===== config.mk =====
export PLATFORM = sky130hd
export DESIGN_NAME = serial_rx_core
export DESIGN_NICKNAME = d
export VERILOG_FILES = /design/src/rtl/serial_rx_pkg.sv /design/src/rtl/rx_front.sv /design/src/rtl/rx_frame_engine.sv /design/src/rtl/rx_status_regs.sv /design/src/rtl/serial_rx_core.sv
export SDC_FILE = /design/constraint.sdc
export NUM_CORES = 1
export LEC_CHECK = 0
export BUFFER_PORTS_ARGS = -buffer_cell sky130_fd_sc_hd__buf_2
export CORE_MARGIN = 3
export CORE_UTILIZATION = 28
export DETAILED_ROUTE_END_ITERATION = 10
export GPL_TIMING_DRIVEN = 0
export SETUP_SLACK_MARGIN = 0.2
export SLEW_MARGIN = 40
export SYNTH_ARGS = -nofsm -noshare
export SYNTH_HDL_FRONTEND = slang
export SYNTH_SLANG_ARGS = --single-unit

===== constraint.sdc =====
create_clock -name clk -period 4.1 [get_ports clk]
set_clock_uncertainty 0.05 [all_clocks]
set_input_delay 0.41 -clock clk [delete_from_list [all_inputs] [get_ports clk]]
set_output_delay 0.41 -clock clk [all_outputs]
set_load 0.005 [all_outputs]

===== src/rtl/serial_rx_pkg.sv =====
package serial_rx_pkg;
  localparam int OSR   = 16;
  localparam int OSR_W = $clog2(OSR);
  localparam int DW    = 8;

  localparam logic [1:0] ADDR_CTRL = 2'd0;
  localparam logic [1:0] ADDR_STAT = 2'd1;
  localparam logic [1:0] ADDR_DATA = 2'd2;

  typedef enum logic [2:0] {
    S_IDLE, S_START, S_DATA, S_PAR, S_STOP, S_STOP2
  } rx_state_t;

  typedef struct packed {
    logic two_stop;
    logic par_odd;
    logic par_en;
    logic len8;
    logic enable;
  } rx_cfg_t;
endpackage


===== src/rtl/rx_front.sv =====
module rx_front #(
  parameter int CLKS_PER_TICK = 4
) (
  input  logic clk,
  input  logic rst_n,
  input  logic rx_in,
  output logic rx_s,
  output logic tick
);
  localparam int CW = (CLKS_PER_TICK > 1) ? $clog2(CLKS_PER_TICK) : 1;
  localparam logic [CW-1:0] TOP = CW'(CLKS_PER_TICK - 1);

  logic [1:0]    sync_q;
  logic [CW-1:0] div_q;

  always_ff @(posedge clk or negedge rst_n) begin
    if (!rst_n) sync_q <= 2'b11;
    else        sync_q <= {sync_q[0], rx_in};
  end
  assign rx_s = sync_q[1];

  always_ff @(posedge clk or negedge rst_n) begin
    if (!rst_n)          div_q <= '0;
    else if (div_q == TOP) div_q <= '0;
    else                 div_q <= div_q + 1'b1;
  end
  assign tick = (div_q == TOP);
endmodule


===== src/rtl/rx_frame_engine.sv =====
module rx_frame_engine
  import serial_rx_pkg::*;
(
  input  logic          clk,
  input  logic          rst_n,
  input  logic          tick,
  input  logic          rx_s,
  input  rx_cfg_t       cfg,
  input  logic          halt,
  input  logic          abort,
  output logic          done,
  output logic          fe,
  output logic          pe,
  output logic [DW-1:0] data
);
  localparam logic [OSR_W-1:0] MID  = OSR_W'(OSR/2 - 1);
  localparam logic [OSR_W-1:0] LAST = OSR_W'(OSR - 1);
  localparam int NW = $clog2(DW);

  rx_state_t        st;
  logic [OSR_W-1:0] cnt;
  logic [NW-1:0]    nbit;
  logic [DW-1:0]    shreg;
  logic             par_acc;
  logic [NW-1:0]    last_idx;

  assign last_idx = cfg.len8 ? NW'(DW-1) : NW'(DW-2);
  assign data     = cfg.len8 ? shreg : {1'b0, shreg[DW-1:1]};

  always_ff @(posedge clk or negedge rst_n) begin
    if (!rst_n) begin
      st <= S_IDLE; cnt <= '0; nbit <= '0; shreg <= '0;
      par_acc <= 1'b0; done <= 1'b0; fe <= 1'b0; pe <= 1'b0;
    end else begin
      done <= 1'b0;
      if (abort) begin
        st <= S_IDLE;
      end else if (tick) begin
        case (st)
          S_IDLE: if (!halt && !rx_s) begin st <= S_START; cnt <= '0; end
          S_START:
            if (cnt == MID) begin
              cnt <= '0; nbit <= '0; par_acc <= 1'b0;
              st  <= rx_s ? S_IDLE : S_DATA;
            end else cnt <= cnt + 1'b1;
          S_DATA:
            if (cnt == LAST) begin
              cnt     <= '0;
              shreg   <= {rx_s, shreg[DW-1:1]};
              par_acc <= par_acc ^ rx_s;
              if (nbit == last_idx) st <= cfg.par_en ? S_PAR : S_STOP;
              else nbit <= nbit + 1'b1;
            end else cnt <= cnt + 1'b1;
          S_PAR:
            if (cnt == LAST) begin
              cnt <= '0; par_acc <= par_acc ^ rx_s; st <= S_STOP;
            end else cnt <= cnt + 1'b1;
          S_STOP:
            if (cnt == LAST) begin
              cnt  <= '0;
              done <= 1'b1;
              fe   <= !rx_s;
              pe   <= cfg.par_en && (par_acc != cfg.par_odd);
              st   <= cfg.two_stop ? S_STOP2 : S_IDLE;
            end else cnt <= cnt + 1'b1;
          S_STOP2:
            if (cnt == LAST) begin cnt <= '0; st <= S_IDLE; end
            else cnt <= cnt + 1'b1;
          default: st <= S_IDLE;
        endcase
      end
    end
  end


  halt_idle_chk: assert property (@(posedge clk) disable iff (!rst_n)
    (st == S_IDLE && halt) |=> (st == S_IDLE));


  glitch_reject_chk: assert property (@(posedge clk) disable iff (!rst_n)
    (st == S_START && tick && cnt == MID && rx_s && !abort) |=> (st == S_IDLE && !done));


  abort_quiet_chk: assert property (@(posedge clk) disable iff (!rst_n)
    abort |=> !done);
endmodule


===== src/rtl/rx_status_regs.sv =====
module rx_status_regs
  import serial_rx_pkg::*;
(
  input  logic          clk,
  input  logic          rst_n,
  input  logic          standby,
  input  logic          bus_sel,
  input  logic          bus_wr,
  input  logic [1:0]    bus_addr,
  input  logic [7:0]    bus_wdata,
  output logic [7:0]    bus_rdata,
  input  logic          done,
  input  logic          fe,
  input  logic          pe,
  input  logic [DW-1:0] data_in,
  output rx_cfg_t       cfg,
  output logic          halt
);
  localparam int NF = 3;   // bit0 ready, bit1 framing, bit2 parity

  logic [NF-1:0] flags, armed, set_vec;
  logic [DW-1:0] data_q;
  logic          rd_stat, wr_stat, wr_ctrl;
  logic [2:0]    unused_wbits;

  assign unused_wbits = bus_wdata[7:5];
  assign rd_stat = bus_sel && !bus_wr && bus_addr == ADDR_STAT;
  assign wr_stat = bus_sel &&  bus_wr && bus_addr == ADDR_STAT;
  assign wr_ctrl = bus_sel &&  bus_wr && bus_addr == ADDR_CTRL;
  assign set_vec = done ? {pe, fe, !(fe || pe)} : '0;
  assign halt    = flags[1] || flags[2];

  always_ff @(posedge clk or negedge rst_n) begin
    if (!rst_n)       cfg <= '0;
    else if (wr_ctrl) cfg <= bus_wdata[4:0];
  end

  always_ff @(posedge clk or negedge rst_n) begin
    if (!rst_n)    data_q <= '0;
    else if (done) data_q <= data_in;
  end

  for (genvar i = 0; i < NF; i++) begin : g_flag
    always_ff @(posedge clk or negedge rst_n) begin
      if (!rst_n) begin
        flags[i] <= 1'b0; armed[i] <= 1'b0;
      end else if (standby) begin
        flags[i] <= 1'b0; armed[i] <= 1'b0;
      end else if (set_vec[i]) begin
        flags[i] <= 1'b1; armed[i] <= 1'b0;
      end else if (wr_stat && !bus_wdata[i] && armed[i]) begin
        flags[i] <= 1'b0; armed[i] <= 1'b0;
      end else if (rd_stat && flags[i]) begin
        armed[i] <= 1'b1;
      end
    end


    flag_clear_rule_chk: assert property (@(posedge clk) disable iff (!rst_n)
      $fell(flags[i]) |-> ($past(standby) || $past(wr_stat && !bus_wdata[i])));
  end

  always_comb begin
    case (bus_addr)
      ADDR_CTRL: bus_rdata = {3'b000, cfg};
      ADDR_STAT: bus_rdata = {5'b00000, flags};
      ADDR_DATA: bus_rdata = data_q;
      default:   bus_rdata = '0;
    endcase
  end


  ready_only_good_chk: assert property (@(posedge clk) disable iff (!rst_n)
    $rose(flags[0]) |-> $past(done && !fe && !pe));


  ferr_source_chk: assert property (@(posedge clk) disable iff (!rst_n)
    $rose(flags[1]) |-> $past(done && fe));


  perr_source_chk: assert property (@(posedge clk) disable iff (!rst_n)
    $rose(flags[2]) |-> $past(done && pe));


  enable_keeps_flags_chk: assert property (@(posedge clk) disable iff (!rst_n)
    (!cfg.enable && !standby && !wr_stat && !done) |=> $stable(flags));


  standby_clear_chk: assert property (@(posedge clk) disable iff (!rst_n)
    standby |=> (flags == '0));
endmodule


===== src/rtl/serial_rx_core.sv =====
module serial_rx_core
  import serial_rx_pkg::*;
#(
  parameter int CLKS_PER_TICK = 4
) (
  input  logic       clk,
  input  logic       rst_n,
  input  logic       standby,
  input  logic       rx_in,
  input  logic       bus_sel,
  input  logic       bus_wr,
  input  logic [1:0] bus_addr,
  input  logic [7:0] bus_wdata,
  output logic [7:0] bus_rdata
);
  logic          rx_s, tick, done, fe, pe, halt, abort;
  logic [DW-1:0] rx_data;
  rx_cfg_t       cfg;

  assign abort = standby || !cfg.enable;

  rx_front #(.CLKS_PER_TICK(CLKS_PER_TICK)) u_front (
    .clk(clk), .rst_n(rst_n), .rx_in(rx_in), .rx_s(rx_s), .tick(tick)
  );

  rx_frame_engine u_engine (
    .clk(clk), .rst_n(rst_n), .tick(tick), .rx_s(rx_s), .cfg(cfg),
    .halt(halt), .abort(abort), .done(done), .fe(fe), .pe(pe), .data(rx_data)
  );

  rx_status_regs u_regs (
    .clk(clk), .rst_n(rst_n), .standby(standby),
    .bus_sel(bus_sel), .bus_wr(bus_wr), .bus_addr(bus_addr),
    .bus_wdata(bus_wdata), .bus_rdata(bus_rdata),
    .done(done), .fe(fe), .pe(pe), .data_in(rx_data),
    .cfg(cfg), .halt(halt)
  );
endmodule


* Word-level counts from Yosys, hierarchy flattened
Index checks and enable logic that the tools add are counted.
Word-level totals: flip-flop bits (word level) 45, output and inout bits 8
Cells by class: add/subtract/negate cells 3, eq/ne operators 24, mux-type cells 54, bitwise operators 2, reductions and logical operators 47
Operators with widths (count):
- $mux W3 | 15
- $mux W1 | 28
- $pmux W8 S3 | 1
- $ne A3 B2 Y1 const B | 7
- $pmux W3 S6 | 1
- $logic_and A1 B1 Y1 | 16
- $mux W4 | 3
- $pmux W4 S3 | 1
- $reduce_and A4 Y1 | 3
- $reduce_bool A3 Y1 | 4
- $reduce_bool A4 Y1 | 3
- $logic_not A1 Y1 | 8
- $mux W8 | 1
- $ne A2 B1 Y1 const B | 4
- $reduce_and A8 Y1 | 1
- $eq A3 B2 Y1 const B | 2
- $eq A3 B3 Y1 const B | 2
- $pmux W3 S2 | 1
- $reduce_and A6 Y1 | 1
- $reduce_bool A2 Y1 | 3
- $reduce_and A5 Y1 | 1
- $add A4 B1 Y4 const B | 1
- $eq A2 B2 Y1 const B | 2
- $eq A4 B3 Y1 const B | 1
- other kinds (17) | 20

* Longest topological paths before layout
Gate-level depths: netlist of the first run.
depth after elaboration 8, depth in mapped cells 6, gate-level depth less buffers 5

* Modules after synthesis
A second synthesis of the first run with hierarchy kept.
Second synthesis, totals: cell total of the unflattened synthesis 226, area total of the unflattened synthesis 2536.2 sq um
Modules (own cells, without submodules):
- rx_frame_engine | times used 1, cells each 142, area each 1451.4 sq um, sequential area each 550.5 sq um
- rx_status_regs | times used 1, cells each 77, area each 959.7 sq um, sequential area each 475.5 sq um
- rx_front | times used 1, cells each 6, area each 118.9 sq um, sequential area each 102.6 sq um
- serial_rx_core | times used 1, cells each 1, area each 6.3 sq um, sequential area each 0.0 sq um

* Worst setup path after synthesis of the first run
OpenSTA, ideal clock, no wires.
kind register to register, start reg u_engine.cnt[0], end reg u_engine.pe, data arrival time 1513 ps, required time 3925 ps, path slack 2412 ps, cell stages (with the launch flop) 6, path buffers 0, clock period less this slack 1688 ps, cell sequence dfrtp_1 > ha_1 > and3_4 > nand3_2 > nor4b_4 > mux2_4
Between the ends: longest elaborated chain between the ends 2
Ends and longest elaborated chain:
- from (decl) | RTL line rx_frame_engine.sv:21 | logic [OSR_W-1:0] cnt;
- from (signal assigned) | RTL line rx_frame_engine.sv:45 | end else cnt <= cnt + 1'b1;
- from (signal assigned) | RTL line rx_frame_engine.sv:53 | end else cnt <= cnt + 1'b1;
- from (signal assigned) | RTL line rx_frame_engine.sv:57 | end else cnt <= cnt + 1'b1;
- $eq A4 B4 Y1 | RTL line rx_frame_engine.sv:59 | if (cnt == LAST) begin
- $reduce_and A4 Y1 (no line)
- to (signal assigned) | RTL line rx_frame_engine.sv:63 | pe <= cfg.par_en && (par_acc != cfg.par_odd);
- to (decl) | RTL line rx_frame_engine.sv:13 | output logic pe,
No other way between the ends. A chain may end at the register's enable or synchronous reset.

* Worst setup path after layout of the first run
start reg u_engine.cnt[0], end reg u_engine.st[1]
Between the ends: longest elaborated chain between the ends 3, elaborated cells on any way between the ends 8, those cells by class eq/ne (7); reduce/logical (1)
Ends and longest elaborated chain:
- $eq A4 B4 Y1 / $eq A4 B3 Y1 (equally long branches)
- $ne A3 B2 Y1 (no line)
- $reduce_and A8 Y1 (no line) *
- to (signal assigned) | RTL line rx_frame_engine.sv:44 | st <= rx_s ? S_IDLE : S_DATA;
- to (signal assigned) | RTL line rx_frame_engine.sv:51 | if (nbit == last_idx) st <= cfg.par_en ? S_PAR : S_STOP;
- to (signal assigned) | RTL line rx_frame_engine.sv:64 | st <= cfg.two_stop ? S_STOP2 : S_IDLE;
- to (decl) | RTL line rx_frame_engine.sv:20 | rx_state_t st;
Mark *: on every way between the ends. The rest lies on a longest branch, timed or not.

==> flow_summary_export.csv, run 1 <==
group,metric,value,unit
clock_tree,clock_sinks,45,
synth,synth_area_leader_cell,"dfrtp_1",
routing,met1_length,2410,µm
routing,ant_nets,0,
routing,dr.first_iter.drc_count,60,
grt,grt_antenna_before_repair,0,
synth,syn-num-nets,242,
routing,drt_wl_total,4820,µm
timing,relSlewSlack,0.611,
timing,rsz0062_at_grt,"no",
timing,finalSetupViolations,0,
timing,finalHoldViolCount,0,
routing,num_vias,1732,
flow_run,drv_cap,0,
critical_path,crit_path_end_kind,"flip-flop",
routing,wl_met3,128,µm
power_and_ir_drop,power,0.886,mW
floorplan,die_w,98.2,µm
floorplan,chipHeight,98.2,µm
clock_tree,cts_tree,"yes",
finish,fin_area,2700,µm²
critical_path,worst-endpoint-arrival,2020,ps
timing,tns,0,ps
timing,slew_violations,0,
clock_tree,clock_latency,300,ps
timing,fmax,541,MHz
floorplan,die_area,9640,µm²
clock_tree,cts.htree.levels,2,
finish,syn_to_final_growth,13.6,%
synth,ys_warn_count,0,
grt,grtUsageTotal,0.105,
finish,layout-drive-gt1-share,0.194,
synth,synth_flop_cell,"dfrtp_1",
routing,wl_per_cell,13.8,µm
routing,maxUsedRoutingLayer,"met4",
synth,synth_area,2380,µm²
outcome,status,"completed",
clock_tree,cts.repair.resized,0,
timing,min_period_over_period,0.451,
floorplan,io_pins,24,
critical_path,required,4270,ps
grt,grt_pass1_vias,1770,
place,post_dp_cell_area,2600,µm²
synth,ys_seq_elements,45,
worst_hold_path,hold_class,"in2async",
timing,period_needed,1850,ps
place,dpl.hpwl,3560,µm
synth,synth_cells,223,
clock_tree,cts_buffers,5,
critical_path,critPathLaunchType,"flip-flop",
critical_path,cp_max_fo,6,
routing,viasPerCell,4.95,
place,io_buffer_count,18,
finish,final_nets,267,
floorplan,core,7970,µm²
clock_tree,cts-root-buf,"clkbuf_8",
synth,async_reset_ff_frac,1.00,
place,gp_congestion,0.772,
finish,antenna_cells,0,
floorplan,initial_utilization,0.299,
routing,drtPass1Iterations,4,
grt,gr-total-overflow,0,
floorplan,num_rows,32,
critical_path,worstSetupPathType,"reg2reg",
clock_tree,clk_pin_slew,80,ps
synth,synth_area_leaders,"dfrtp_1 (45%), mux2i_1 (8.4%), a21oi_1 (3.8%)",
grt,grt_pass1_wl,8340,µm
synth,ys_seq_area_frac,0.474,
clock_tree,ctsLongestPathBuffers,2,
power_and_ir_drop,p_leak,1.18,nW
synth,synth_edf_count,0,
synth,synth_cell_types,47,
power_and_ir_drop,peakVddDrop,0.109,mV
synth,netlist.area_leader.share,0.452,
power_and_ir_drop,power_density,328,nW/µm²
clock_tree,cts_hold_buf,0,
routing,wl_met2,2200,µm
routing,post-route-drc-count,0,
timing,worst_pin_slew,584,ps
synth,syn_avg_cell_area,10.7,µm²
grt,grt_max_degree,46,
clock_tree,post_cts_buffers,0,
==> synthesized netlist by cell type (all sizes together), types with 3 or more instances <==
master and count:
clkbuf 4, nor2 13, and4 3, and2 3, ha 3, nand2b 4, o21ai 16, mux2i 20
mux2 13, a21oi 18, nand3 6, inv 10, nand2 20, nor2b 4, a211o 3, buf 7
nand3b 5, dfrtp 43
==> layout by cell type, fill, tap and decap left out, types with 5 or more instances in the layout <==
cell	count
nand2_1	20
nor2_1	13
mux2_1	8
dfrtp_1	43
o21ai_0	12
inv_1	10
a21oi_1	18
clkbuf_8	5
nand3_1	5
buf_2	19
mux2i_1	20
==> per-layer routing <==
layer | vias to the layer above | track usage
li1 | 840 | -
met1 | 862 | 0.142
met2 | 22 | 0.166
met3 | 8 | 0.0214
met4 | 0 | 0.0368
met5 | - | 0
==> worst max-delay path: stages (launching register included) <==
cell,delay [ps]
dfrtp_1,400
ha_1,260
and3_4,230
o21ai_1,120
a221oi_2,480
mux2i_1,240
==> cell families after synthesis <==
family          after synthesis  synth area share
compound gates               50             0.137
xor+xnor                      2           0.00737
fa+ha+maj                     3            0.0158
buf+inv                      21            0.0452
flops                        45             0.474
mux                          33             0.147
simple gates                 69             0.173
==> flip-flops by register name, summed over array words and instances (netlist names) <==
register          cells
u_regs.data_q         8
u_front.sync_q        2
u_engine.pe           1
u_engine.shreg        8
u_engine.par_acc      1
u_front.div_q         2
u_engine.nbit         3
u_regs.flags          3
u_engine.done         1
u_engine.st           3
u_engine.cnt          4
u_regs.cfg            5
u_regs.armed          3
u_engine.fe           1
==> power breakdown <==
part / internal (mW) / leakage [nW] / switching [mW]
logic: 0.0363 / 0.531 / 0.0509
clock network: 0.177 / 0.0540 / 0.144
registers: 0.459 / 0.596 / 0.0183
total: 0.673 / 1.18 / 0.214
==> cell type report <==
class	instances	area [µm²]
Inverter	10	37.5
Sequential cell	45	1130
Tap cell	102	128
Fill cell	796	5270
Multi-Input combinational cell	157	1140
Clock buffer	5	68.8
Clock inverter	2	35.0
Buffer	11	70.1
Timing Repair Buffer	18	92.6
==> path summary, 6_finish.rpt <==
kind	startpoint	slack, ps	depth (start not counted)	endpoint
setup / recovery	u_engine.cnt[0]	2250	5	u_engine.st[1]
hold / removal	rst_n	50	1	u_engine.cnt[2]
setup reg to reg	u_engine.cnt[0]	2250	5	u_engine.st[1]
hold reg to reg	u_front.sync_q[0]	310	0	u_front.sync_q[1]
max in group asynchronous	rst_n	3540	1	u_regs.data_q[3]
min in group clk	rx_in	160	1	u_front.sync_q[0]
==> through the flow <==
step	setup slack [ps]	std cells	hold WS, ps	util
floorplan	2410	223	64.4	-
global placement	2180	343	296	0.326
detailed placement	2180	343	297	0.326
CTS	2250	350	78.5	0.339
global route	2090	350	107	0.339
finish	2250	350	45.4	0.339
Note: power is estimated with default switching activity, not from simulation.
==> run 2, diff against run 1 <==
- clock period: 4.1 -> 1.5 ns (I/O delays scaled with it)
==> flow_summary_export.csv, run 2 (synthesis results as in run 1) <==
group,metric,value,unit
floorplan,core,7970,µm²
grt,grt_max_degree,46,
clock_tree,cts-root-buf,"clkbuf_8",
finish,most-common-layout-cells,"dfrtp_1 (42), mux2i_1 (19), nand2_1 (19)",
routing,ant_nets,0,
critical_path,worstSetupPathType,"reg2reg",
critical_path,crit_path_end_kind,"flip-flop",
power_and_ir_drop,netSwitchingFraction,0.267,
timing,worst_pin_slew,581,ps
timing,finalSetupViolations,19,
floorplan,die_area,9640,µm²
critical_path,path_cells,"ha_4, and3_4, o21ai_2, a221oi_2, buf_4, mux2i_1",
outcome,violations,"setup timing",
grt,gr-total-overflow,0,
power_and_ir_drop,power_frac_comb,0.129,
power_and_ir_drop,p_switching,0.650,mW
floorplan,die_w,98.2,µm
flow_run,drv_cap,0,
routing,num_vias,1798,
finish,final_cells,366,
floorplan,initial_utilization,0.299,
finish,reg_top3,"u_engine.shreg x8, u_regs.data_q x8, u_regs.cfg x5",
routing,wl_per_cell,14.5,µm
routing,viasPerCell,4.91,
critical_path,cp_top_family,"flip-flops",
place,post_dp_cell_area,2630,µm²
floorplan,num_rows,32,
timing,slew_violations,0,
clock_tree,clock_sinks,45,
finish,antenna_cells,0,
routing,drtPass1Iterations,4,
timing,rsz0062_at_grt,"yes",
place,placedCellCount,343,
place,gp_congestion,0.760,
floorplan,io_pins,24,
critical_path,reg2reg_from,"u_engine.cnt[1]",
critical_path,cp_max_fo,5,
finish,fillCellCount,804,
critical_path,critPathBufInv,1,
clock_tree,cts_tree,"yes",
routing,post-route-drc-count,0,
power_and_ir_drop,peakVddDrop,0.301,mV
clock_tree,clock_latency,310,ps
routing,dr.first_iter.drc_count,72,
floorplan,chipHeight,98.2,µm
critical_path,required,1670,ps
finish,syn_to_final_growth,23.5,%
place,io_buffer_count,18,
finish,multi_input_area,1250,µm²
power_and_ir_drop,internal_power,1.78,mW
finish,fin_area,2940,µm²
timing,finalHoldViolCount,0,
finish,regArea,1130,µm²
routing,drt_wl_total,5300,µm
clock_tree,cts.htree.levels,2,
outcome,status,"finished with violations",
critical_path,reg2reg_depth,6,
power_and_ir_drop,p_clk_frac,0.337,
timing,fmax,603,MHz
timing,period_needed,1660,ps
grt,grt_pass1_vias,1785,
clock_tree,cts_buffers,5,
place,dpl.hpwl,3590,µm
critical_path,cp_num_cells,6,
finish,final_common_cell,"dfrtp_1",
grt,grtUsageTotal,0.113,
critical_path,cpPeakStageDelay,410,ps
clock_tree,ctsLongestPathBuffers,2,
critical_path,reg2reg_slack,-160,ps
critical_path,cp-endpoint,"u_engine.st[2]",
finish,final_nets,282,
critical_path,r2r-end,"u_engine.st[2]",
critical_path,critPathLaunchType,"flip-flop",
timing,setup_slack,-160,ps
power_and_ir_drop,power_density,828,nW/µm²
power_and_ir_drop,power,2.43,mW
critical_path,worst-endpoint-arrival,1830,ps
timing,relSlewSlack,0.612,
grt,grt_antenna_before_repair,0,
power_and_ir_drop,p_seq_frac,0.534,
finish,layout-drive-gt1-share,0.307,
critical_path,slowest_stage,"dfrtp_1",
clock_tree,clk_pin_slew,100,ps
grt,grt_pass1_wl,9000,µm
power_and_ir_drop,p_leak,1.25,nW
worst_hold_path,hold_class,"in2reg",
critical_path,critPathLaunch,"u_engine.cnt[1]",
timing,min_period_over_period,1.11,
[run 2: worst min path at each step]
stage,startpoint,endpoint,slack [ps],cells past startpoint
2_1_floorplan,rst_n,u_engine.cnt[0],-200,0
3_3_place_gp,rx_in,u_front.sync_q[0],220,1
3_5_place_dp,rst_n,u_engine.cnt[2],140,1
4_1_cts,bus_wdata[4],u_regs.cfg[4],10,2
5_1_grt,bus_wr,u_regs.armed[2],10,2
6_report,bus_wdata[4],u_regs.cfg[4],20,2
[run 2: layer usage]
metal	GRT usage	up-vias	share of wire	routed length (µm)
met3	0.0200	5	0.027	141
met1	0.160	898	0.50	2650
met4	0.0378	0	0.012	66
met5	0	-	0	0
met2	0.175	27	0.46	2440
li1	-	868	-	-
[run 2: final cells by class]
| class | count | share of cell area |
|---|---|---|
| plain buffers | 11 | 0.0294 |
| clock buffers | 6 | 0.0281 |
| clock inverters | 2 | 0.00554 |
| inverters | 10 | 0.0128 |
| multi-input cells | 157 | 0.424 |
| flip-flops and latches | 45 | 0.385 |
| well taps | 102 | 0.0435 |
| repair buffers | 33 | 0.0716 |
[run 2: repair_timing]
action,4_1_cts,5_1_grt
hold buffers,2,0
gates resized for setup,14,10
setup endpoints to repair,25,32
buffers inserted,11,2
pin swaps,9,3
hold endpoints to repair,44,0
[run 2: stage by stage]
step            util  setup slack (ps)  hold slack, ps  TNS [ps]
2_1_floorplan      -              -168            -196     -1150
3_5_place_dp   0.330              -292             139     -3530
3_3_place_gp   0.330              -309             216     -3590
6_report       0.369              -160            16.8     -2310
5_1_grt        0.369              -215            12.2     -3350
4_1_cts        0.363              -174            11.6     -2040
[run 2: power groups by stage]
stage	clock network, mW	logic (mW)	registers (mW)
6_report	0.819	0.314	1.30
4_1_cts	0.845	0.307	1.30
2_1_floorplan	0	0.157	1.31
3_5_place_dp	0	0.242	1.33
5_1_grt	0.894	0.348	1.31
3_3_place_gp	0	0.241	1.33
==> run 3, diff against run 2 <==
- SETUP_SLACK_MARGIN: 0.2 -> 0.5
==> flow_summary_export.csv, run 3 (synthesis results as in run 1) <==
group,metric,value,unit
outcome,status,"finished with violations",
outcome,violations,"setup timing",
critical_path,worstSetupPathType,"reg2reg",
critical_path,reg2reg_depth,6,
timing,period_needed,1700,ps
critical_path,cp_max_fo,5,
finish,post-route-util,0.409,
finish,layout-drive-gt1-share,0.415,
critical_path,critPathBufInv,1,
routing,dr.first_iter.drc_count,60,
critical_path,path_cells,"ha_4, and4bb_1, a211oi_4, a221oi_2, buf_4, mux2i_1",
timing,relSlewSlack,0.719,
timing,setup_slack,-205,ps
power_and_ir_drop,p_clk_frac,0.332,
timing,finalSetupViolations,18,
clock_tree,cts-root-buf,"clkbuf_8",
floorplan,core,7970,µm²
critical_path,cp_top_family,"flip-flops",
routing,ant_nets,0,
timing,finalHoldViolCount,0,
grt,grtUsageTotal,0.117,
flow_run,drv_cap,0,
clock_tree,clock_sinks,45,
routing,post-route-drc-count,0,
clock_tree,cts_buffers,5,
power_and_ir_drop,p_switching,0.692,mW
worst_hold_path,hold_depth,2,
place,gp_congestion,0.722,
place,io_buffer_count,18,
critical_path,required,1670,ps
grt,grt_pass1_vias,1911,
floorplan,num_rows,32,
timing,rsz0062_at_grt,"yes",
grt,gr-total-overflow,0,
critical_path,critPathLaunchType,"flip-flop",
floorplan,chipHeight,98.2,µm
grt,grt_pass1_wl,9220,µm
routing,drt_wl_total,5570,µm
routing,wl_per_cell,14.7,µm
grt,grt_max_degree,46,
clock_tree,ctsLongestPathBuffers,2,
timing,slew_violations,0,
finish,final_common_cell,"dfrtp_1",
clock_tree,clk_pin_slew,100,ps
finish,final_cells,379,
critical_path,crit_path_end_kind,"flip-flop",
floorplan,die_area,9640,µm²
routing,num_vias,1864,
floorplan,initial_utilization,0.299,
finish,most-common-layout-cells,"dfrtp_1 (42), buf_4 (18), mux2i_1 (17), buf_2 (17), nand2_1 (14)",
critical_path,cp_num_cells,6,
clock_tree,cts_tree,"yes",
power_and_ir_drop,p_leak,1.40,nW
place,placedCellCount,343,
power_and_ir_drop,power_density,778,nW/µm²
finish,final_nets,295,
clock_tree,cts.htree.levels,2,
timing,fmax,587,MHz
grt,grt_antenna_before_repair,0,
power_and_ir_drop,peakVddDrop,0.356,mV
timing,worst_pin_slew,421,ps
critical_path,cpPeakStageDelay,410,ps
critical_path,slowest_stage,"dfrtp_1",
power_and_ir_drop,netSwitchingFraction,0.273,
worst_hold_path,hold_class,"in2reg",
finish,fillCellCount,748,
floorplan,io_pins,24,
critical_path,worst-endpoint-arrival,1880,ps
power_and_ir_drop,power_frac_comb,0.157,
floorplan,die_w,98.2,µm
clock_tree,clock_latency,310,ps
finish,reg_top3,"u_engine.shreg x8, u_regs.data_q x8, u_regs.cfg x5",
finish,syn_to_final_growth,37.1,%
place,dpl.hpwl,3590,µm
critical_path,reg2reg_slack,-200,ps
power_and_ir_drop,internal_power,1.85,mW
timing,min_period_over_period,1.14,
routing,viasPerCell,4.92,
timing,holdWs,14.2,ps
finish,antenna_cells,0,
power_and_ir_drop,p_seq_frac,0.510,
routing,drtPass1Iterations,4,
run 3: path summary, 6_finish.rpt:
kind / from / end
max in group asynchronous: rst_n / u_front.sync_q[1]
max reg2reg: u_engine.cnt[0] / u_engine.st[0]
max: u_engine.cnt[0] / u_engine.st[0]
min: bus_wr / u_regs.armed[0]
min reg2reg: u_front.sync_q[0] / u_front.sync_q[1]
min in group asynchronous: rst_n / u_engine.cnt[0]
run 3: metal layers:
layer,share of wire,vias to the layer above,track usage
met1,0.48,934,0.154
met3,0.030,4,0.0243
met5,0,-,0
li1,-,899,-
met2,0.47,27,0.187
met4,0.013,0,0.0462
run 3: per-stage QoR:
step                power [mW]  setup TNS [ps]  instance area [µm²]  setup slack (ps)
global route              2.66           -3430                 3260              -247
global placement          1.59           -3400                 2680              -314
floorplan                 1.49           -1150                 2460              -168
CTS                       2.53           -2210                 3040              -168
detailed placement        1.59           -3860                 2680              -338
finish                    2.54           -2520                 3260              -205
run 3: layout make-up:
type / instances / area, µm² / area share
timing repair buffer: 46 / 359 / 0.110
inverter: 10 / 37.5 / 0.0115
clock inverter: 2 / 17.5 / 0.00537
tap: 102 / 128 / 0.0391
multi-input combinational: 157 / 1380 / 0.423
clock buffer: 6 / 82.6 / 0.0253
sequential: 45 / 1130 / 0.347
buffer: 11 / 128 / 0.0391
run 3: timing repair:
item | CTS | global route
pin swaps | 10 | 13
resized for setup | 24 | 38
cloned | 0 | 1
hold buffers | 2 | 0
endpoints found under the hold margin | 44 | 0
setup endpoints to repair | 40 | 46
setup buffers | 17 | 8
run 3: power groups by stage:
stage | combinational [mW] | sequential [mW] | clock, mW
2_1_floorplan | 0.181 | 1.31 | 0
3_3_place_gp | 0.266 | 1.33 | 0
3_5_place_dp | 0.268 | 1.33 | 0
4_1_cts | 0.372 | 1.29 | 0.870
5_1_grt | 0.434 | 1.30 | 0.919
6_report | 0.400 | 1.29 | 0.844
